===== config.mk =====
export PLATFORM = sky130hd
export DESIGN_NAME = lfsr_divider
export DESIGN_NICKNAME = d
export VERILOG_FILES = /design/src/rtl/lfsr_div_pkg.sv /design/src/rtl/lfsr_div_path.sv /design/src/rtl/lfsr_div_ctrl.sv /design/src/rtl/lfsr_divider.sv
export SDC_FILE = /design/constraint.sdc
export NUM_CORES = 1
export LEC_CHECK = 0
export ABC_AREA = 1
export BUFFER_PORTS_ARGS = -buffer_cell sky130_fd_sc_hd__buf_2
export CAP_MARGIN = 20
export CORE_AREA = 2 2 39 41
export CTS_CLUSTER_SIZE = 12
export DETAILED_ROUTE_END_ITERATION = 12
export DIE_AREA = 0 0 41 43
export PLACE_DENSITY = 0.4
export SYNTH_ARGS = -nofsm -noshare
export SYNTH_HDL_FRONTEND = slang
export SYNTH_SLANG_ARGS = --single-unit

===== constraint.sdc =====
create_clock -name clk -period 1.84 [get_ports clk]
set_input_delay 0.46 -clock clk [delete_from_list [all_inputs] [get_ports clk]]
set_output_delay 0.46 -clock clk [all_outputs]
set_load 0.02 [all_outputs]

===== src/rtl/lfsr_div_pkg.sv =====
package lfsr_div_pkg;

  // Strobes from control to datapath
  typedef struct packed {
    logic clear;
    logic advance;
    logic feedBit;
  } divStrobe_t;

  // One step of the modified feedback, used only at elaboration time
  function automatic logic [4:0] stepModel(input int width, input logic topInAnd,
                                           input logic useDecode, input logic [4:0] decodeState,
                                           input logic [4:0] s);
    logic base;
    logic lowOnes;
    logic fb;
    logic [4:0] mask;
    if (width == 4) begin
      base    = ~(s[2] ^ s[3]);
      lowOnes = (&s[2:0]) & (topInAnd ? s[3] : 1'b1);
      mask    = 5'h0F;
    end else begin
      base    = ~(s[2] ^ s[4]);
      lowOnes = (&s[3:0]) & (topInAnd ? s[4] : 1'b1);
      mask    = 5'h1F;
    end
    fb = base ^ (lowOnes | (useDecode && (s == decodeState)));
    return {s[3:0], fb} & mask;
  endfunction

  // Loop length seen from reset, measured between two visits of the marker state
  function automatic int loopLength(input int width, input logic topInAnd,
                                    input logic useDecode, input logic [4:0] decodeState);
    logic [4:0] s;
    logic [4:0] marker;
    int firstSeen;
    s         = 5'd0;
    marker    = useDecode ? decodeState : 5'd0;
    firstSeen = -1;
    for (int k = 0; k < 80; k++) begin
      if (s == marker) begin
        if (firstSeen < 0) firstSeen = k;
        else return k - firstSeen;
      end
      s = stepModel(width, topInAnd, useDecode, decodeState, s);
    end
    return 0;
  endfunction

  // Result bits: [7] found, [6] use decode, [5] top stage in AND term, [4:0] decode state
  function automatic logic [7:0] chooseConfig(input int width, input int modulus);
    for (int f = 0; f < 2; f++)
      if (loopLength(width, f[0], 1'b0, 5'd0) == modulus)
        return {1'b1, 1'b0, f[0], 5'd0};
    for (int p = 0; p < (1 << width); p++)
      for (int f = 0; f < 2; f++)
        if (loopLength(width, f[0], 1'b1, p[4:0]) == modulus)
          return {1'b1, 1'b1, f[0], p[4:0]};
    return 8'd0;
  endfunction

endpackage


===== src/rtl/lfsr_div_path.sv =====
module lfsr_div_path
  import lfsr_div_pkg::*;
#(
  parameter int WIDTH = 4
) (
  input  logic             clk,
  input  divStrobe_t       strobes,
  output logic [WIDTH-1:0] state
);

  always_ff @(posedge clk) begin
    if (strobes.clear)        state <= '0;
    else if (strobes.advance) state <= {state[WIDTH-2:0], strobes.feedBit};
  end

  // a clear edge leaves the register at zero
  p_reset_zero_r1: assert property (@(posedge clk)
    strobes.clear |=> state == '0);

  // no advance strobe, no change
  p_hold_idle_r2: assert property (@(posedge clk) disable iff (strobes.clear)
    !strobes.advance |=> $stable(state));

  // stages move one place toward the top
  p_shift_up_r3: assert property (@(posedge clk) disable iff (strobes.clear)
    strobes.advance |=> state[WIDTH-1:1] == $past(state[WIDTH-2:0]));

endmodule


===== src/rtl/lfsr_div_ctrl.sv =====
module lfsr_div_ctrl
  import lfsr_div_pkg::*;
#(
  parameter int               WIDTH        = 4,
  parameter int               MODULUS      = 16,
  parameter bit               TOP_IN_AND   = 1'b0,
  parameter bit               USE_DECODE   = 1'b0,
  parameter logic [WIDTH-1:0] DECODE_STATE = '0
) (
  input  logic             clk,
  input  logic             rst,
  input  logic             enable,
  input  logic [WIDTH-1:0] state,
  output divStrobe_t       strobes,
  output logic             wrap
);

  localparam logic [WIDTH-1:0] MARK_STATE = USE_DECODE ? DECODE_STATE : '0;
  localparam int               CW         = $clog2((2 ** WIDTH) + 2) + 1;

  logic baseFb;
  logic topTerm;
  logic lowOnes;
  logic decodeHit;
  logic atMark;

  generate
    if (WIDTH == 4) begin : g_taps4
      assign baseFb = ~(state[2] ^ state[3]);
    end else begin : g_taps5
      assign baseFb = ~(state[2] ^ state[4]);
    end
  endgenerate

  assign topTerm   = TOP_IN_AND ? state[WIDTH-1] : 1'b1;
  assign lowOnes   = (&state[WIDTH-2:0]) & topTerm;
  assign decodeHit = USE_DECODE && (state == DECODE_STATE);
  assign atMark    = (state == MARK_STATE);

  always_comb begin
    strobes.clear   = rst;
    strobes.advance = enable && !rst;
    strobes.feedBit = baseFb ^ (lowOnes | decodeHit);
  end

  assign wrap = strobes.advance && atMark;

  // Checker state: advances since the register last left the marker state
  logic [CW-1:0] sinceMark;
  logic          armed;

  always_ff @(posedge clk) begin
    if (rst) begin
      sinceMark <= '0;
      armed     <= 1'b0;
    end else if (strobes.advance) begin
      if (atMark) begin
        sinceMark <= CW'(1);
        armed     <= 1'b1;
      end else begin
        sinceMark <= sinceMark + CW'(1);
      end
    end
  end

  // loop length equals the modulus
  p_loop_len_r4: assert property (@(posedge clk) disable iff (rst)
    (strobes.advance && atMark && armed) |-> sinceMark == CW'(MODULUS));

  // the marker never lasts two cycles
  p_single_pulse_r6: assert property (@(posedge clk) disable iff (rst)
    wrap |=> !wrap);

  generate
    if (MODULUS == (2 ** WIDTH) - 1) begin : g_skip_chk
      // all-ones is never entered
      p_skip_ones_r8: assert property (@(posedge clk) disable iff (rst)
        state != {WIDTH{1'b1}});
    end
  endgenerate

endmodule


===== src/rtl/lfsr_divider.sv =====
module lfsr_divider
  import lfsr_div_pkg::*;
#(
  parameter int WIDTH   = 4,
  parameter int MODULUS = 16
) (
  input  logic             clk,
  input  logic             rst,
  input  logic             enable,
  output logic [WIDTH-1:0] count,
  output logic             wrap
);

  localparam logic [7:0]       CFG          = chooseConfig(WIDTH, MODULUS);
  localparam bit               CFG_FOUND    = CFG[7];
  localparam bit               USE_DECODE   = CFG[6];
  localparam bit               TOP_IN_AND   = CFG[5];
  localparam logic [WIDTH-1:0] DECODE_STATE = CFG[WIDTH-1:0];
  localparam int               MIN_MOD      = (WIDTH == 4) ? 5 : 2;

  generate
    if ((WIDTH != 4 && WIDTH != 5) || MODULUS < MIN_MOD ||
        MODULUS > (2 ** WIDTH) || !CFG_FOUND) begin : g_bad_cfg
      $error("lfsr_divider: unsupported WIDTH/MODULUS combination");
    end
  endgenerate

  divStrobe_t strobes;

  lfsr_div_ctrl #(
    .WIDTH       (WIDTH),
    .MODULUS     (MODULUS),
    .TOP_IN_AND  (TOP_IN_AND),
    .USE_DECODE  (USE_DECODE),
    .DECODE_STATE(DECODE_STATE)
  ) u_ctrl (
    .clk    (clk),
    .rst    (rst),
    .enable (enable),
    .state  (count),
    .strobes(strobes),
    .wrap   (wrap)
  );

  lfsr_div_path #(
    .WIDTH(WIDTH)
  ) u_path (
    .clk    (clk),
    .strobes(strobes),
    .state  (count)
  );

endmodule


==> results.toml <==
[setup_path]
r2r_cells = 6
critPathBufInv = 2
max_stage_delay_ns = 0.33
cp_max_fo = 5
reg2reg_from = "u_path.state[2]"
cp.depth = 5
worst_ep_arrival_time_ns = 1.17
crit_start = "u_path.state[2]"
endpoint_kind = "output port"
reg2reg_setup_slack_ns = 0.71
critical_path_class = "reg2out"
startpoint_type = "register"
cp_top_family = "flip-flops"
required_ns = 1.38
reg2reg_to = "u_path.state[0]"
endpoint = "wrap"
path_cells = "inv_1, ha_1, nand3_1, nor3_1, buf_2"
cp_slowest_cell = "dfxtp_1"

[yosys]
synth.net_count = 31
synth_mux_area_share_pct = 0
synth-adder-area-share_pct = 6.45
synth-xor-area-share_pct = 0
syn_inst = 27
syn_area_per_cell_um2 = 7.18
yosysUniqueCellTypes = 11
yosys.area.top_type = "dfxtp_1"
synth-compound-area-share_pct = 15.5
yosysWarnings = 0
syn_area_um2 = 194
ys_ff_latch = 4
synth_top_area_share_pct = 41.3
synth-seq-area-share_pct = 41.3
synthSimpleGateAreaFrac_pct = 23.2
synthTopCellsByArea = "dfxtp_1, inv_1, nand3_1"
synth_top_family_by_area = "simple AND/OR/NAND/NOR gates"

[die]
coreArea_um2 = 1380
die_area_um2 = 1760
fp-row-count = 14
start_util_pct = 14.0
die_h_um = 43
fp.dieW_um = 41
ios = 8

[global_routing]
antenna_found_initial = 0
grt_remaining_overflow = 0
grt_pass1_vias = 170
grt_max_degree = 7
grt_first_pass_wirelength_um = 648
track_usage_pct = 6.43

[timing]
max_freq_mhz = 612
slew_headroom_pct = 90.8
setup_viol = 0
slew_viol_final = 0
fin_skew_ns = 0.00329
worst_slew_pin_slew_ns = 0.136
min_period_ns = 1.63
rsz0062_at_grt = "false"
tns_ns = 0
hold_violations = 0
fin_crit_sh_pct = 88.9

[detailed_routing]
vias_per_cell = 3.62
wl_per_cell_um = 8.06
antenna_left = 0
drc = 0
vias = 192
firstDrtPassIters = 2
totalWireLength_um = 427
drtIter0Drc = 2

[clock_network]
cts-root-buf = "clkbuf_4"
tritoncts = "yes"
worstSkewPairLatency_ns = 0.24
cts_hold_buf = 0
numCtsBuffers = 3
cts_buffer_depth = 2
clkTransAtPathRegs_ns = 0.04
htree_levels = 1
ctsResizeCount = 0
postCtsSetupBuffers = 0
cts.sinks = 4

[placement]
placed_cells = 50
numPortBuffers = 7
place_area_um2 = 249
dp_hpwl_um = 332
place_congestion = 0.657

[power_and_ir_drop]
power_w = 0.000254
leakage_nw = 0.133
powerDensity_nw_per_um2 = 937
vdd_drop_max_uv = 175

[cells_and_area]
fin_area_um2 = 272
regMostFlops = "u_path.state"
diodes = 0
synthToLayoutAreaGrowth_pct = 40.0
largestRegisters = "u_path.state: 4 flops"
final_core_util_pct = 19.6
drive_above_1_share_pct = 32.4
largest_reg_flops = 4
fin_nets = 43
final-instance-count-excl-fill = 53

[hold_path]
hp-class = "in2reg"

[outcome]
status = "completed"

[flow_run]
maxCapViolCount = 0
-- through the flow --
step	worst slack [ns]	hold WS, ns
finish	0.205	0.481
global route	0.0997	0.505
CTS	0.193	0.479
detailed placement	0.388	0.512
global placement	0.399	0.519
floorplan	0.239	0.553
-- cells in the final DEF, fill, tap and decap left out --
master / instances
buf_2: 7
inv_1: 6
nand3_1: 4
dfxtp_1: 4
o21ai_0: 3
a21oi_1: 3
clkbuf_4: 3
nand2_1: 2
inv_2: 1
nor3_1: 1
nor2_2: 1
nand4_1: 1
ha_1: 1
-- final cells by class --
cell class,instances,area [um^2]
clock buffers,3,22.5
fillers,161,1110
inverters,7,26.3
multi-input cells,16,87.6
flip-flops and latches,4,80.1
well taps,16,20.0
repair buffers,7,35.0
-- per-layer routing --
| metal | global-route usage (%) | wire, um | vias up |
|---|---|---|---|
| met5 | 0 | 0 | - |
| met4 | 10.0 | 8 | 0 |
| met3 | 3.14 | 22 | 2 |
| met2 | 8.44 | 225 | 3 |
| met1 | 5.16 | 171 | 79 |
| li1 | - | - | 108 |
-- synthesized netlist by cell type, drive strengths merged --
| cell type | count |
|---|---|
| nor3 | 1 |
| inv | 7 |
| o21ai | 3 |
| nand4 | 1 |
| dfxtp | 4 |
| nor2 | 1 |
| ha | 1 |
| nand2 | 2 |
| a21oi | 3 |
| nand3 | 4 |
-- worst min-delay path by stage --
stage	cells past startpoint	from	slack, ns	end
after floorplan	1	enable	0.55	u_path.state[2]
after global placement	2	u_path.state[1]	0.52	u_path.state[2]
after detailed placement	2	u_path.state[1]	0.51	u_path.state[2]
after CTS	2	enable	0.48	u_path.state[2]
after global routing	2	enable	0.50	u_path.state[2]
final	2	enable	0.48	u_path.state[2]
-- kinds of logic (layout without fill, tap and decap cells) --
logic type / Yosys count / in the layout
AO/OA/AOI/OAI: 6 / 6
adder cells (fa/ha/maj): 1 / 1
buffers and inverters: 7 / 17
flip-flops: 4 / 4
AND/OR/NAND/NOR: 9 / 9
-- report_power, final --
part | switching (W) | internal (W)
logic | 0.0000280 | 0.0000160
registers | 0.00000661 | 0.0000940
clock network | 0.0000367 | 0.0000730
No activity file was read; power rests on OpenSTA's default activity.
